## config.mk

```make
export PLATFORM = sky130hd
export DESIGN_NAME = cpwm_deadtime
export DESIGN_NICKNAME = d
export VERILOG_FILES = /design/src/rtl/cpwm_dt_pkg.sv /design/src/rtl/cpwm_dt_lock.sv /design/src/rtl/cpwm_dt_tick.sv /design/src/rtl/cpwm_dt_core.sv /design/src/rtl/cpwm_deadtime.sv
export SDC_FILE = /design/constraint.sdc
export NUM_CORES = 1
export LEC_CHECK = 0
export ABC_AREA = 1
export BUFFER_PORTS_ARGS = -buffer_cell sky130_fd_sc_hd__buf_2
export CORE_UTILIZATION = 55
export CTS_BUF_LIST = sky130_fd_sc_hd__clkbuf_8
export DETAILED_ROUTE_END_ITERATION = 8
export GPL_TIMING_DRIVEN = 0
export HOLD_SLACK_MARGIN = 0.05
export PLACE_DENSITY_LB_ADDON = 0.08
export SYNTH_ARGS = -nofsm -noshare
export SYNTH_HDL_FRONTEND = slang
export SYNTH_SLANG_ARGS = --single-unit
```

## constraint.sdc

```tcl
create_clock -name clk -period 2.7 [get_ports clk]
set_input_delay 0.54 -clock clk [delete_from_list [all_inputs] [get_ports clk]]
set_output_delay 0.54 -clock clk [all_outputs]
set_load 0.01 [all_outputs]
```

## src/rtl/cpwm_dt_pkg.sv

```systemverilog
package cpwm_dt_pkg;
  localparam int DT_CNT_W   = 12;
  localparam int DT_DATA_W  = 32;
  localparam int DT_EN_POS  = 16;
  localparam int DT_SEL_POS = 24;
  localparam int DT_KEY_W   = 8;

  localparam logic [DT_KEY_W-1:0] KEY_FIRST  = 8'h59;
  localparam logic [DT_KEY_W-1:0] KEY_SECOND = 8'h16;
  localparam logic [DT_KEY_W-1:0] KEY_THIRD  = 8'h88;
  localparam logic [DT_KEY_W-1:0] KEY_RELOCK = 8'h00;

  typedef enum logic [1:0] {LK_IDLE, LK_GOT1, LK_GOT2, LK_OPEN} lock_st_e;

  // Next unlock state after one key write.
  function automatic lock_st_e key_next(lock_st_e st, logic [DT_KEY_W-1:0] key);
    lock_st_e nx;
    if (key == KEY_RELOCK) begin
      nx = LK_IDLE;
    end else begin
      case (st)
        LK_IDLE: nx = (key == KEY_FIRST)  ? LK_GOT1 : LK_IDLE;
        LK_GOT1: nx = (key == KEY_SECOND) ? LK_GOT2 :
                      (key == KEY_FIRST)  ? LK_GOT1 : LK_IDLE;
        LK_GOT2: nx = (key == KEY_THIRD)  ? LK_OPEN :
                      (key == KEY_FIRST)  ? LK_GOT1 : LK_IDLE;
        default: nx = LK_OPEN;
      endcase
    end
    return nx;
  endfunction

  // Interval ends on a counted tick once the counter has reached zero.
  function automatic logic dt_expire(logic busy, logic tick, logic [DT_CNT_W-1:0] cnt);
    return busy && tick && (cnt == '0);
  endfunction

  // Length of one guard interval in PWM clocks for a strobe period.
  function automatic int unsigned blank_clocks(int unsigned cnt, int unsigned period);
    return (cnt + 1) * period;
  endfunction
endpackage

```

## src/rtl/cpwm_dt_lock.sv

```systemverilog
module cpwm_dt_lock
  import cpwm_dt_pkg::*;
#(
  parameter int DATA_W  = DT_DATA_W,
  parameter int CNT_W   = DT_CNT_W,
  parameter int EN_POS  = DT_EN_POS,
  parameter int SEL_POS = DT_SEL_POS
) (
  input  logic              clk,
  input  logic              rst_n,
  input  logic              wr_en,
  input  logic              wr_sel,
  input  logic [DATA_W-1:0] wr_data,
  output logic [DATA_W-1:0] rd_data,
  output logic              cfg_en,
  output logic              cfg_sel,
  output logic [CNT_W-1:0]  cfg_cnt,
  output logic              unlocked
);
  lock_st_e st_q;
  logic     key_wr;
  logic     ctrl_wr;

  assign key_wr   = wr_en && wr_sel;
  assign ctrl_wr  = wr_en && !wr_sel && (st_q == LK_OPEN);
  assign unlocked = (st_q == LK_OPEN);

  always_ff @(posedge clk or negedge rst_n) begin
    if (!rst_n) begin
      st_q    <= LK_IDLE;
      cfg_en  <= 1'b0;
      cfg_sel <= 1'b0;
      cfg_cnt <= '0;
    end else begin
      if (key_wr) st_q <= key_next(st_q, wr_data[DT_KEY_W-1:0]);
      if (ctrl_wr) begin
        cfg_cnt <= wr_data[CNT_W-1:0];
        cfg_en  <= wr_data[EN_POS];
        cfg_sel <= wr_data[SEL_POS];
      end
    end
  end

  always_comb begin
    rd_data              = '0;
    rd_data[CNT_W-1:0]   = cfg_cnt;
    rd_data[EN_POS]      = cfg_en;
    rd_data[SEL_POS]     = cfg_sel;
  end
endmodule

```

## src/rtl/cpwm_dt_tick.sv

```systemverilog
module cpwm_dt_tick #(
  parameter bit HAS_PRESC = 1'b1
) (
  input  logic sel,
  input  logic presc_tick,
  output logic tick
);
  generate
    if (HAS_PRESC) begin : g_presc
      assign tick = sel ? presc_tick : 1'b1;
    end else begin : g_raw
      logic unused_in;
      assign unused_in = sel ^ presc_tick;
      assign tick      = 1'b1;
    end
  endgenerate
endmodule

```

## src/rtl/cpwm_dt_core.sv

```systemverilog
module cpwm_dt_core
  import cpwm_dt_pkg::*;
#(
  parameter int CNT_W     = DT_CNT_W,
  parameter bit HAS_PRESC = 1'b1
) (
  input  logic             clk,
  input  logic             rst_n,
  input  logic             src_in,
  input  logic             presc_tick,
  input  logic             cfg_en,
  input  logic             cfg_sel,
  input  logic [CNT_W-1:0] cfg_cnt,
  output logic             out_pri,
  output logic             out_cmp,
  output logic             edge_evt,
  output logic             busy,
  output logic             expire
);
  logic             src_q;
  logic             live;
  logic             act_sel;
  logic [CNT_W-1:0] cnt_q;
  logic             tick;

  cpwm_dt_tick #(.HAS_PRESC(HAS_PRESC)) u_tick (
    .sel        (act_sel),
    .presc_tick (presc_tick),
    .tick       (tick)
  );

  assign edge_evt = live && (src_in != src_q);
  assign expire   = dt_expire(busy, tick, cnt_q);

  always_ff @(posedge clk or negedge rst_n) begin
    if (!rst_n) begin
      src_q   <= 1'b0;
      live    <= 1'b0;
      busy    <= 1'b0;
      act_sel <= 1'b0;
      cnt_q   <= '0;
    end else begin
      live  <= 1'b1;
      src_q <= src_in;
      if (edge_evt) begin
        act_sel <= cfg_sel;
        cnt_q   <= cfg_cnt;
        busy    <= cfg_en;
      end else if (!cfg_en) begin
        busy <= 1'b0;
      end else if (expire) begin
        busy <= 1'b0;
      end else if (busy && tick) begin
        cnt_q <= cnt_q - 1'b1;
      end
    end
  end

  assign out_pri = live && src_q && !busy;
  assign out_cmp = live && !src_q && !busy;
endmodule

```

## src/rtl/cpwm_deadtime.sv

```systemverilog
module cpwm_deadtime
  import cpwm_dt_pkg::*;
#(
  parameter int DATA_W    = DT_DATA_W,
  parameter int CNT_W     = DT_CNT_W,
  parameter int EN_POS    = DT_EN_POS,
  parameter int SEL_POS   = DT_SEL_POS,
  parameter bit HAS_PRESC = 1'b1
) (
  input  logic              clk,
  input  logic              rst_n,
  input  logic              wr_en,
  input  logic              wr_sel,
  input  logic [DATA_W-1:0] wr_data,
  output logic [DATA_W-1:0] rd_data,
  input  logic              presc_tick,
  input  logic              src_in,
  output logic              out_pri,
  output logic              out_cmp
);
  logic             cfg_en;
  logic             cfg_sel;
  logic [CNT_W-1:0] cfg_cnt;
  logic             unlocked;
  logic             edge_evt;
  logic             busy;
  logic             expire;

  cpwm_dt_lock #(
    .DATA_W(DATA_W), .CNT_W(CNT_W), .EN_POS(EN_POS), .SEL_POS(SEL_POS)
  ) u_lock (
    .clk      (clk),
    .rst_n    (rst_n),
    .wr_en    (wr_en),
    .wr_sel   (wr_sel),
    .wr_data  (wr_data),
    .rd_data  (rd_data),
    .cfg_en   (cfg_en),
    .cfg_sel  (cfg_sel),
    .cfg_cnt  (cfg_cnt),
    .unlocked (unlocked)
  );

  cpwm_dt_core #(.CNT_W(CNT_W), .HAS_PRESC(HAS_PRESC)) u_core (
    .clk        (clk),
    .rst_n      (rst_n),
    .src_in     (src_in),
    .presc_tick (presc_tick),
    .cfg_en     (cfg_en),
    .cfg_sel    (cfg_sel),
    .cfg_cnt    (cfg_cnt),
    .out_pri    (out_pri),
    .out_cmp    (out_cmp),
    .edge_evt   (edge_evt),
    .busy       (busy),
    .expire     (expire)
  );
endmodule

```

==> results by group, run 1 <==
Global route
  • Antenna violations before repair: 0
  • GRT Total Usage: 0.230
  • Largest net degree at the start of global routing: 33
  • Gr ovfl total: 0
  • First-pass GRT wire length: ~7000 microns
  • Number of global-route vias before repair: approximately 1600

Synth
  • Post-Syn Instances: approximately 280
  • Post-synth EDFFs: 0
  • Yosys reg bits: 32
  • XOR/XNOR Fraction of Synth Area: 0.0216
  • Netlist cell types: 27
  • Synth Area per Inst: 7.34 sq um
  • Compound-Gate Fraction of Synth Area: 0.0840
  • Synth Area in Adders: 0.0123
  • Post-synth top flop: dfrtp_1
  • Post-synthesis sequential area ratio: 0.395
  • Synth Area in Simple Gates: 0.325
  • Largest family of logic cells by synthesized area: simple AND/OR/NAND/NOR gates
  • Multiplexer area fraction after synthesis: 0
  • Async SR Flop Fraction: 1.00
  • Mapped Area: 2030 sq um
  • Synth Warn #: 0

Final layout
  • Diode count: 0
  • Synthesis-to-finish area growth: 18.5%
  • Final Cell Area: approximately 2400 sq um
  • Layout cells sized above 1: 0.260
  • Final #Nets: around 380

CTS
  • Maximum root-to-sink buffer count: 2
  • Root Buffer: clkbuf_8
  • CTS H-tree depth: 2
  • Worst-path clk slew: about 0.070 ns
  • Clock Latency Late Sink: 0.29 ns
  • # resized after CTS: 0
  • Hold_buf cts: 0
  • Setup Fix Bufs, Post-CTS: 0
  • CTS tree: done
  • Total clock sinks: 32
  • Cts bufs inserted: 5

Power
  • Leakage power: roughly 1.4 nW
  • Pwr Density: about 620 nW/um^2
  • Power Total: 1.48 mW
  • Worst VDD drop: between 0.4 and 0.5 mV

Timing
  • Slew margin rel.: 0.526
  • Setup TNS Final: 0 ns
  • Final hold slack: 0.301 ns
  • Setup violations, final: 0
  • Max Freq: around 640 MHz
  • Tmin final: roughly 1.6 ns
  • Worst-margin pin slew: roughly 0.7 ns
  • Period utilization: 0.580
  • Clock Skew: 0.00759 ns
  • Final Max Slew Viols: 0
  • RSZ-0062 raised after global routing: false
  • Final hold violation count: 0

Hold path
  • Min-Delay Path Class: in -> async

Critical path
  • CP Capture Type: output port
  • CP max-delay cell: dfrtp_1
  • Max FO, Critical Path: 4
  • Critical Path Start Type: flip-flop
  • CP Class: reg -> out
  • Critical path arrival: slightly above 1 ns
  • R2R Path Start: u_core.cnt_q[5]
  • Cell Chain, Critical Path: nor3_1 -> buf_2
  • CP required: around 2.2 ns
  • Setup crit start: u_core.src_q
  • Crit path largest cell delay: roughly 0.4 ns

Place
  • Dpl cell area: 2320 sq um
  • Port buffer count: 35
  • Routability cong.: 0.882
  • Post-DP HPWL: roughly 3000 microns

Detailed routing
  • Drt first-iter violations: about 100
  • Total routed wirelength: ~3800 microns
  • Antenna-violating nets left: 0
  • Drt drc: 0
  • Vias per cell: 4.64
  • Vias: approximately 1800
  • Drt first pass iters: 4
  • Avg WL per Cell: ~10 microns

Die
  • Height of the chip: ~63 microns
  • Site row count: 21
  • Die area: ~3900 sq um
  • Num ports: ~70
  • Starting Density: 0.589
  • Die width: between 60 and 70 microns
  • Core area: ~3400 sq um

Status
  • Status: finished, final reports clean

Job
  • Max_cap viols: 0
## worst max-delay path: cells and delay by family, from the launching register on
| family | cells | cell delay, ns |
|---|---|---|
| buf+inv | 1 | 0.15 |
| flops | 1 | 0.41 |
| simple gates | 1 | 0.18 |
## per-layer routing
metal	track usage	routed length [microns]
met1	0.299	1840
met5	0	0
met4	0.0698	53
met3	0.0602	195
met2	0.375	1760
## synthesized netlist by cell type, types with 3 or more instances
cell     instances  area share
nand3_1         23       0.057
nor3_1           5       0.012
inv_1           31       0.057
nand4_1          3      0.0093
xor2_1           3       0.013
buf_4           21       0.078
o21ai_0          7       0.017
o21ai_2         13       0.056
dfrtp_1         32        0.40
nand2_1         91        0.17
nor2_1          26       0.048
## cell families after synthesis
logic type,Yosys count
simple gates,155
buf+inv,57
flops,32
compound gates,23
xor+xnor,5
fa+ha+maj,2
other cells,2
## power breakdown
group / leakage [nW] / internal, mW / switching, mW
logic: 0.939 / 0.204 / 0.316
clock network: 0.0452 / 0.171 / 0.168
registers: 0.417 / 0.546 / 0.0725
total: 1.40 / 0.921 / 0.556
## final timing paths
path	to	slack, ns	cells after the start
max	out_cmp	1.13	2
min	u_core.src_q	0.30	1
max reg2reg	u_core.cnt_q[6]	1.15	9
min reg2reg	u_core.act_sel	0.49	2
max in group asynchronous	u_core.cnt_q[3]	1.93	1
min in group clk	u_core.src_q	0.38	1
## sequential cells by signal, summed over array words and instances (netlist names)
name / count
u_core.cnt_q: 12
u_lock.cfg_cnt: 12
u_lock.st_q: 2
u_core.act_sel: 1
u_core.busy: 1
u_core.live: 1
u_core.src_q: 1
u_lock.cfg_en: 1
u_lock.cfg_sel: 1
## layout by cell type (no fill, tap or decap), drive strengths merged
cell	netlist	routed
xnor2	2	2
buf	25	60
dfrtp	32	32
a21boi	1	1
clkinv	0	1
o21ai	20	20
nor3	6	6
clkbuf	0	5
xor2	3	3
inv	32	33
nand2	94	94
or2	1	1
ha	2	2
nand4	3	3
nand3	23	23
nor2	27	27
conb	2	19
or3b	1	1
a21oi	2	2
## through the flow
stage / worst slack [ns] / utilization / instances
floorplan: 1.28 / - / 293
global placement: 1.08 / 0.675 / 374
detailed placement: 1.07 / 0.675 / 374
CTS: 1.12 / 0.698 / 381
global route: 1.01 / 0.698 / 381
finish: 1.13 / 0.698 / 381
## cell type report
| cell class | instances | area, sq um |
|---|---|---|
| Clock buffer | 5 | 68.8 |
| Buffer | 25 | 200 |
| Tap cell | 46 | 57.6 |
| Clock inverter | 2 | 8.76 |
| Multi-Input combinational cell | 204 | 970 |
| Inverter | 32 | 120 |
| Fill cell | 305 | 1040 |
| Timing Repair Buffer | 35 | 175 |
| Sequential cell | 32 | 801 |
(Power assumes the default switching activity.)
==> run 2: changes to the inputs <==
- CORE_UTILIZATION: 55 -> 47
- clock period: 2.7 -> 1.38 ns (I/O delays scaled with it)
==> run 2 against run 1 <==
  * The run now ends with setup timing left
  * Routed wire length increased by 23%
  * Global-route usage decreased by 1.7 points
  * Register-to-register slack got worse by 1.2 ns
  * Final cell count increased by 6.0%
  * Non-clock buffer count increased by 17
  * Clock power increased to 2.7 times the previous value
  * Power increased by 140%
  * Combinational power increased to 2.7 times the previous value
  * Largest power group is now combinational logic
  * Sequential share of layout area decreased by 4.0 points
  * Final area increased by 14%
  * Count of clock-buffer cells in the layout unchanged
==> results by group, run 2 (synthesis gave the netlist of run 1 again) <==
Power
  • Worst VDD drop: 0.596 mV
  • Leakage power: ~1.5 nW
  • Pwr Density: between 1000 and 1500 nW/um^2

Critical path
  • Cell Chain, Critical Path: nor2_4 -> nand2_1 -> nor2_2 -> nand2_2 -> nand2_4 -> nand2_8 -> inv_8 -> nand2_2 -> nand2_1
  • Max FO, Critical Path: 5
  • CP Class: reg -> reg
  • CP Capture Type: flip-flop
  • CP top delay family: simple AND/OR/NAND/NOR gates
  • Crit path largest cell delay: around 0.46 ns
  • CP max-delay cell: dfrtp_1
  • CP required: about 1.6 ns
  • Critical Path Start Type: flip-flop
  • Critical path arrival: roughly 1.6 ns
  • Critical path buffers and inverters: 1
  • FF-to-FF setup slack: -0.02 ns

Die
  • Die width: 67.7 microns
  • Starting Density: 0.500
  • Die area: roughly 4600 sq um
  • Height of the chip: 67.7 microns
  • Site row count: 23
  • Core area: 4060 sq um
  • Num ports: a little over 70

Place
  • Routability cong.: 0.925
  • Setup WS pre-CTS: -0.121 ns
  • Port buffer count: 35
  • Post-DP HPWL: approximately 3200 microns
  • Dpl cells: between 300 and 400

Global route
  • First-pass GRT wire length: ~7200 microns
  • Gr ovfl total: 0
  • Number of global-route vias before repair: 1653
  • GRT Total Usage: 0.214
  • Antenna violations before repair: 0
  • Largest net degree at the start of global routing: 33

Status
  • Status: finished, violations left
  • Failing checks: setup timing

Detailed routing
  • Drt drc: 0
  • Vias: 1898
  • Vias per cell: roughly 4.7
  • Antenna-violating nets left: 0
  • Drt first pass iters: 4
  • Avg WL per Cell: between 10 and 15 microns
  • Drt first-iter violations: 83
  • Total routed wirelength: 4750 microns

Timing
  • Setup violations, final: 9
  • Max Freq: around 710 MHz
  • Tmin final: around 1.4 ns
  • Setup ws final: -0.0249 ns
  • Slew margin rel.: 0.511
  • Clock Skew: between 0.006 and 0.007 ns
  • Final hold slack: a little under 0.05 ns
  • Worst-margin pin slew: approximately 0.73 ns
  • Final Max Slew Viols: 0
  • RSZ-0062 raised after global routing: true
  • Period utilization: 1.02
  • Final hold violation count: 0

CTS
  • CTS H-tree depth: 2
  • Hold_buf cts: 0
  • Clock Latency Late Sink: roughly 0.28 ns
  • Maximum root-to-sink buffer count: 2
  • Total clock sinks: 32
  • Root Buffer: clkbuf_8
  • Worst-path clk slew: 0.07 ns
  • CTS tree: done
  • Cts bufs inserted: 5

Final layout
  • Finished Layout Cells: around 400
  • Layout cells sized above 1: 0.401
  • Top flop regs: u_core.cnt_q (12), u_lock.cfg_cnt (12), u_lock.st_q (2)
  • Synthesis-to-finish area growth: 35.4%
  • Leading cell type in the layout, fill and taps excluded: nand2_1
  • Diode count: 0
  • Final #Nets: 393
  • Fin util: 0.677
  • Most frequent cells in the layout: 81 x nand2_1, 37 x buf_4, 35 x buf_2, 29 x inv_1, 28 x dfrtp_1

Hold path
  • Min-Delay Path Class: in -> async

Job
  • Max_cap viols: 0
[run 2: routing by layer]
metal | share of wire | routed length, microns | vias to the layer above | GRT usage
met3 | 0.032 | 154 | 8 | 0.0473
met2 | 0.50 | 2370 | 40 | 0.353
met1 | 0.45 | 2140 | 876 | 0.273
met5 | 0 | 0 | - | 0
li1 | - | - | 974 | -
met4 | 0.017 | 82 | 0 | 0.0718
[run 2: cell type report]
cell class,count,area (sq um)
Buffer,24,195
Tap cell,50,62.6
Fill cell,342,1310
Clock inverter,3,42.5
Clock buffer,5,68.8
Multi-Input combinational cell,205,1110
Inverter,32,128
Sequential cell,32,806
Timing Repair Buffer,53,335
[run 2: repair_timing]
item	4_1_cts	5_1_grt
gates resized for setup	11	42
buffers inserted	5	12
pin swaps	2	21
hold endpoints to repair	0	0
gates cloned	0	2
endpoints found under the setup margin	12	21
[run 2: stage by stage]
step	setup TNS, ns	total power, mW	cell area, sq um
4_1_cts	0	3.22	2510
3_5_place_dp	-1.12	2.22	2330
2_1_floorplan	0	1.98	2090
6_report	-0.111	3.56	2750
3_3_place_gp	-1.22	2.21	2330
5_1_grt	-1.25	3.81	2750
[run 2: final timing paths]
check                                  endpoint            start  cells after the start
worst min register to register   u_core.act_sel   u_core.act_sel                      2
worst max-delay path            u_core.cnt_q[2]  u_core.cnt_q[2]                      9
worst min-delay path            u_core.cnt_q[3]            rst_n                      1
min in group clk                   u_core.src_q           src_in                      1
worst max register to register  u_core.cnt_q[2]  u_core.cnt_q[2]                      9
max in group asynchronous          u_core.src_q            rst_n                      1
[run 2: where the power goes]
| group | leakage (nW) | total (mW) | switching [mW] | internal, mW |
|---|---|---|---|---|
| Combinational | 1.06 | 1.39 | 0.764 | 0.628 |
| Clock | 0.0541 | 0.903 | 0.369 | 0.534 |
| Sequential | 0.412 | 1.26 | 0.189 | 1.08 |
